===== src/rtl/hwsem_pkg.sv =====
// Shared types for the semaphore bank.
// Assumes: two masters only (host and coprocessor).
package hwsem_pkg;
    typedef enum logic [1:0] {
        SEM_FREE  = 2'b00,
        SEM_HOST  = 2'b01,
        SEM_COPRO = 2'b10
    } sem_state_t;
endpackage


===== src/rtl/hwsem_host_decode.sv =====
// Turns a host masked write into per-semaphore acquire and release requests.
// Assumes: data bit n and mask bit n both refer to semaphore n.
module hwsem_host_decode #(
    parameter int N = 8
) (
    input  logic         wr_en,
    input  logic [N-1:0] wdata,
    input  logic [N-1:0] wmask,
    output logic [N-1:0] set_vec,
    output logic [N-1:0] clr_vec
);
    // Split the selected bits by their data level.
    always_comb begin
        set_vec = '0;
        clr_vec = '0;
        if (wr_en) begin
            set_vec = wmask & wdata;
            clr_vec = wmask & ~wdata;
        end
    end
endmodule


===== src/rtl/hwsem_cop_decode.sv =====
// Decodes the coprocessor index strobes into one-hot request vectors.
// Assumes: an acquire strobe overrides a release strobe in the same cycle.
// An index at or above N selects nothing.
module hwsem_cop_decode #(
    parameter int N     = 8,
    parameter int IDX_W = 3
) (
    input  logic             set_i,
    input  logic             clr_i,
    input  logic [IDX_W-1:0] idx,
    output logic [N-1:0]     set_vec,
    output logic [N-1:0]     clr_vec
);
    for (genvar g = 0; g < N; g++) begin : g_dec
        // One-hot match of the index for semaphore g.
        always_comb begin
            set_vec[g] = set_i && (idx == IDX_W'(g));
            clr_vec[g] = clr_i && !set_i && (idx == IDX_W'(g));
        end
    end
endmodule


===== src/rtl/hwsem_cell.sv =====
// One semaphore: a three-state ownership machine.
// Assumes: requests arrive already decoded. On a free semaphore the
// coprocessor acquire takes priority over the host acquire.
module hwsem_cell
    import hwsem_pkg::*;
(
    input  logic clk,
    input  logic rst_n,
    input  logic host_set,
    input  logic host_clr,
    input  logic cop_set,
    input  logic cop_clr,
    output logic held_host,
    output logic held_cop,
    output logic cop_can_take
);
    sem_state_t state_q, state_d;

    // Next-state rules: only the owner may release a locked semaphore.
    always_comb begin
        state_d = state_q;
        unique case (state_q)
            SEM_FREE: begin
                if (cop_set)       state_d = SEM_COPRO;
                else if (host_set) state_d = SEM_HOST;
            end
            SEM_HOST:  if (host_clr) state_d = SEM_FREE;
            SEM_COPRO: if (cop_clr)  state_d = SEM_FREE;
            default:   state_d = SEM_FREE;
        endcase
    end

    // State register with synchronous active-low reset.
    always_ff @(posedge clk) begin
        if (!rst_n) state_q <= SEM_FREE;
        else        state_q <= state_d;
    end

    // Ownership views and the acquire-success term.
    always_comb begin
        held_host    = (state_q == SEM_HOST);
        held_cop     = (state_q == SEM_COPRO);
        cop_can_take = (state_q != SEM_HOST);
    end
endmodule


===== src/rtl/hwsem_bank.sv =====
// Bank of N semaphores shared by a host CPU and a coprocessor.
// Assumes: a single clock domain for both masters. The readback
// vectors are registered state. The acquire flag is combinational.
module hwsem_bank #(
    parameter int N     = 8,
    parameter int IDX_W = (N > 1) ? $clog2(N) : 1
) (
    input  logic             clk,
    input  logic             rst_n,
    input  logic             host_wr_en,
    input  logic [N-1:0]     host_wdata,
    input  logic [N-1:0]     host_wmask,
    input  logic             cop_set,
    input  logic             cop_clr,
    input  logic [IDX_W-1:0] cop_idx,
    output logic             cop_set_ok,
    output logic [N-1:0]     host_own,
    output logic [N-1:0]     cop_own
);
    logic [N-1:0] h_set, h_clr, c_set, c_clr, can_take;

    hwsem_host_decode #(.N(N)) host_dec_i (
        .wr_en   (host_wr_en),
        .wdata   (host_wdata),
        .wmask   (host_wmask),
        .set_vec (h_set),
        .clr_vec (h_clr)
    );

    hwsem_cop_decode #(.N(N), .IDX_W(IDX_W)) cop_dec_i (
        .set_i   (cop_set),
        .clr_i   (cop_clr),
        .idx     (cop_idx),
        .set_vec (c_set),
        .clr_vec (c_clr)
    );

    for (genvar g = 0; g < N; g++) begin : g_cell
        hwsem_cell cell_i (
            .clk          (clk),
            .rst_n        (rst_n),
            .host_set     (h_set[g]),
            .host_clr     (h_clr[g]),
            .cop_set      (c_set[g]),
            .cop_clr      (c_clr[g]),
            .held_host    (host_own[g]),
            .held_cop     (cop_own[g]),
            .cop_can_take (can_take[g])
        );
    end

    // Success flag: the addressed semaphore is not held by the host.
    always_comb begin
        cop_set_ok = |(c_set & can_take);
    end
endmodule


===== config.mk =====
export PLATFORM = sky130hd
export DESIGN_NAME = hwsem_bank
export DESIGN_NICKNAME = d
export VERILOG_FILES = /design/src/rtl/hwsem_pkg.sv /design/src/rtl/hwsem_host_decode.sv /design/src/rtl/hwsem_cop_decode.sv /design/src/rtl/hwsem_cell.sv /design/src/rtl/hwsem_bank.sv
export SDC_FILE = /design/constraint.sdc
export NUM_CORES = 1
export LEC_CHECK = 0
export ABC_CLOCK_PERIOD_IN_PS = 1300
export CAP_MARGIN = 15
export CORE_UTILIZATION = 46
export DETAILED_ROUTE_END_ITERATION = 7
export GPL_ROUTABILITY_DRIVEN = 0
export PLACE_DENSITY = 0.81
export SLEW_MARGIN = 10
export SYNTH_ARGS = -nofsm -noshare
export SYNTH_HDL_FRONTEND = slang
export SYNTH_HIERARCHICAL = 1
export SYNTH_SLANG_ARGS = --single-unit

===== constraint.sdc =====
create_clock -name clk -period 1.3 [get_ports clk]
set_clock_uncertainty 0.2 [all_clocks]
set_input_delay 0.13 -clock clk [delete_from_list [all_inputs] [get_ports clk]]
set_output_delay 0.13 -clock clk [all_outputs]
set_load 0.1 [all_outputs]

==> impl_metrics.json, run 1 <==
{
  "cts_hold_repair.buffers": 0,
  "cts_setup_buffers": 12,
  "placement_rows": 18,
  "cts_max_level": 1,
  "synth_top_area_share_pct": 25.6,
  "cts_buffers": 3,
  "synth.distinct_cells": 23,
  "clk_path_buf_depth": 2,
  "synth_cells": 149,
  "avgSynthCellArea_um2": 8.39,
  "synth_area_um2": 1250,
  "syn-num-nets": 173,
  "first-error": "[ERROR DPL-0033] detailed placement checks failed during check placement.",
  "clockRootBuffer": "clkbuf_4",
  "stop_stage": "clock tree synthesis (4_1_cts)",
  "dp_cells": 257,
  "initial_core_util_pct": 49.6,
  "die_h_um": 54.1,
  "synth_top_cell_by_area": "dfxtp_1",
  "run_status": "did not finish",
  "clock-sinks": 16,
  "yosysSeqAreaShare_pct": 25.6,
  "placed_area_um2": 2200,
  "ys_seq_elements": 16,
  "fp.dieW_um": 54.1,
  "hpwlAfterDp_um": 2980,
  "ys_warn_count": 6,
  "ios": 41,
  "cts_resized": 69,
  "yosys-top-cells-area": "dfxtp_1 (26%), nand2b_1 (13%), a21oi_2 (5.6%)",
  "io_buffer_count": 40
}
==> cell families after synthesis <==
family	synth area share, %
compound gates	11.2
buf+inv	3.30
flops	25.6
simple gates	59.9
==> cells in the mapped netlist <==
| library cell | instances |
|---|---|
| nand2b_1 | 26 |
| dfxtp_1 | 16 |
| nor2_1 | 12 |
| or2b_1 | 9 |
| a21oi_1 | 8 |
| a21oi_2 | 8 |
| and2b_2 | 8 |
| inv_1 | 8 |
| nand2b_2 | 8 |
| nor2b_2 | 8 |
| or3b_1 | 8 |
| and3_2 | 6 |
| and3b_2 | 6 |
| a22oi_1 | 4 |
| nor3_1 | 3 |
| and3_1 | 2 |
| and3b_1 | 2 |
| nand2_1 | 2 |
| buf_6 | 1 |
| nand3b_1 | 1 |
| nand4_1 | 1 |
| nor3_2 | 1 |
| or3b_4 | 1 |
==> metrics by stage <==
stage	utilization [%]	worst slack, ns
floorplan	-	-1.09
global placement	87.1	-0.573
detailed placement	87.1	-0.601
==> run 2: changes to the inputs <==
--- a/config.mk
+++ b/config.mk
@@ -7,10 +7,11 @@
 export LEC_CHECK = 0
 export ABC_CLOCK_PERIOD_IN_PS = 1300
 export CAP_MARGIN = 15
-export CORE_UTILIZATION = 46
+export CORE_AREA = 2 2 63 65
 export DETAILED_ROUTE_END_ITERATION = 7
+export DIE_AREA = 0 0 65 67
 export GPL_ROUTABILITY_DRIVEN = 0
-export PLACE_DENSITY = 0.81
+export PLACE_DENSITY_LB_ADDON = 0.15
 export SLEW_MARGIN = 10
 export SYNTH_ARGS = -nofsm -noshare
 export SYNTH_HDL_FRONTEND = slang
==> run 2 against run 1 <==
Effect of this change: the flow now finishes, with violations (negative setup slack); area after synthesis unchanged; synthesized cell count unchanged.
==> impl_metrics.json, run 2 <==
{
  "drive_gt1_share_pct": 64.8,
  "final_common_cell": "buf_6",
  "fillers": 281,
  "antenna_cells": 0,
  "r2r_slack_ns": -0.01,
  "synth.distinct_cells": 23,
  "grt_overflow_total": 0,
  "crit_end": "cop_set_ok",
  "largest_register": "g_cell.cell_i/state_q",
  "reg_top3": "g_cell.cell_i/state_q x16",
  "synth.area.mux_share_pct": 0,
  "yosys-top-cells-count": "nand2b_1 (26), dfxtp_1 (16), nor2_1 (12)",
  "syn-num-nets": 173,
  "hpwlAfterDp_um": 2740,
  "drtIter0Drc": 33,
  "synthArstFlopShare_pct": 0,
  "final_hold_viol_count": 0,
  "initial_core_util_pct": 34.7,
  "drt_first_pass_iters": 4,
  "die_h_um": 67,
  "cp_top_family": "flip-flops",
  "dr_total_vias": 1364,
  "cp.depth": 5,
  "arrival_ns": 1.37,
  "worstSetupPathType": "reg2out",
  "syn_to_final_growth_pct": 105,
  "violations": "negative setup slack",
  "yosysSeqAreaShare_pct": 25.6,
  "grt_max_degree": 17,
  "maxSlewViolCount": 0,
  "setup_slack_ns": -0.401,
  "wl_per_cell_um": 13.0,
  "cts_hold_repair.buffers": 0,
  "yosysMostFrequentCell": "nand2b_1",
  "core-area_um2": 3610,
  "synth-xor-area-share_pct": 0,
  "cp-startpoint": "g_cell[2].cell_i/state_q[0]",
  "hold_path_class": "in2reg",
  "clk_path_buf_depth": 2,
  "synth_top_area_share_pct": 25.6,
  "routed_via_density": 4.67,
  "min_period_ns": 1.70,
  "synthAdderAreaFrac_pct": 0,
  "peakVddDrop_uv": 411,
  "dp_cells": 277,
  "path_buf_inv": 2,
  "yosys.area_share.simple_pct": 59.9,
  "fin_area_um2": 2560,
  "pre_cts_ws_ns": -0.637,
  "drv_cap": 0,
  "run_status": "finished with violations",
  "tightest_slew_ns": 0.236,
  "rr_startpoint": "g_cell[7].cell_i/state_q[0]",
  "worstSetupStartpointType": "flop",
  "fp.dieW_um": 65,
  "antenna_found_initial": 0,
  "max_stage_delay_ns": 0.33,
  "clk_pin_slew_worst_paths_ns": 0.07,
  "cts_max_level": 1,
  "max_freq_mhz": 588,
  "synth_top_cell_by_area": "dfxtp_1",
  "ys.flop_type": "dfxtp_1",
  "grt_first_pass_wirelength_um": 6320,
  "required_ns": 0.97,
  "ios": 41,
  "placed_area_um2": 2230,
  "io_buffer_count": 40,
  "powerDensity_nw_per_um2": 677,
  "stdcell_count": 292,
  "synth_top_family_by_area": "simple AND/OR/NAND/NOR gates",
  "clockRootBuffer": "clkbuf_8",
  "rsz0062_at_grt": "true",
  "rr_worst_depth": 4,
  "min_period_over_period_pct": 131,
  "synth_edf_count": 0,
  "path_cells": "nor2b_4 -> inv_2 -> a22oi_2 -> nand4_1 -> buf_12",
  "finalSetupViolations": 18,
  "avgSynthCellArea_um2": 8.39,
  "ys_seq_elements": 16,
  "drtAntennaViolNets": 0,
  "routed_wl_um": 3800,
  "crit_slowest_cell": "dfxtp_2",
  "placement_rows": 22,
  "cts_buffers": 3,
  "clock-sinks": 16,
  "path_max_fanout": 2,
  "clock_latency_ns": 0.26,
  "synth_area_um2": 1250,
  "synth_cells": 149,
  "layout_common_cells": "buf_6 (29), nand2b_1 (24), buf_4 (21), buf_12 (18), clkdlybuf4s50_1 (17)",
  "grt_pass1_vias": 1406,
  "drc": 0,
  "track_usage_pct": 19.1,
  "slew_headroom_pct": 84.2,
  "fin_nets": 269,
  "largest_reg_flops": 16,
  "synth_compound_area_share_pct": 11.2,
  "r2r-end": "g_cell[7].cell_i/state_q[0]",
  "hold_depth": 4,
  "leakage_uw": 0.00109,
  "final_util_pct": 71.0,
  "yosys-top-cells-area": "dfxtp_1 (26%), nand2b_1 (13%), a21oi_2 (5.6%)",
  "die_area_um2": 4360,
  "ys_warn_count": 6,
  "cp-end-kind": "output port",
  "tritoncts": "built"
}
==> run 2: cell counts after synthesis <==
Identical to the previous run, type by type.
==> run 2: report_power, final <==
part	switching [uW]	total (uW)	internal [uW]	leakage (uW)
Sequential	18.5	532	514	0.000138
Clock	194	464	270	0.0000288
Combinational	366	738	372	0.000925
Total	579	1730	1160	0.00109
==> run 2: per-stage QoR <==
step	power [uW]	hold WS [ns]	TNS (ns)
global route	1810	0.206	-2.85
detailed placement	1200	0.402	-7.78
floorplan	885	0.0484	-1.09
finish	1730	0.174	-2.26
global placement	1190	0.381	-7.23
CTS	1710	0.244	-2.18
==> run 2: area by class of cell <==
type	instances	area, um^2	share of cell area (%)
Clock buffer	4	55.1	2.15
Inverter	8	30.0	1.17
Multi-Input combinational cell	124	1020	39.7
Sequential cell	16	343	13.4
Tap cell	48	60.1	2.34
Timing Repair Buffer	92	1060	41.3
==> run 2: per-layer routing <==
layer / track usage [%] / up-vias / part of all wire, %
met5: 0 / - / 0
met4: 6.38 / 0 / 1.2
met3: 3.72 / 5 / 3.7
met2: 37.8 / 23 / 55
met1: 19.8 / 644 / 40
li1: - / 692 / -
==> run 2: tightest hold or removal path, stage by stage <==
cell and delay (ns):
buf_2 0.16, nor3_1 0.07, nand2b_1 0.14, a21oi_1 0.10
==> run 2: what timing repair did <==
item,in CTS,in global routing
gates resized for setup,57,34
gates cloned,1,0
endpoints found under the setup margin,33,25
buffers inserted,6,13
pin swaps,15,9
==> run 2: logic make-up after synthesis <==
logic type / count (synthesis)
AND/OR/NAND/NOR: 104
AO/OA/AOI/OAI: 20
flip-flops: 16
buffers and inverters: 9
==> run 2: worst min-delay path by stage <==
stage | start | endpoint | slack, ns
2_1_floorplan | rst_n | g_cell[0].cell_i/state_q[1] | 0.05
3_3_place_gp | g_cell[5].cell_i/state_q[0] | g_cell[5].cell_i/state_q[1] | 0.38
3_5_place_dp | g_cell[0].cell_i/state_q[0] | g_cell[0].cell_i/state_q[1] | 0.40
4_1_cts | cop_idx[0] | g_cell[4].cell_i/state_q[1] | 0.24
5_1_grt | cop_idx[1] | g_cell[4].cell_i/state_q[1] | 0.21
6_report | cop_idx[1] | g_cell[4].cell_i/state_q[1] | 0.17
Note: power is estimated with default switching activity, not from simulation.
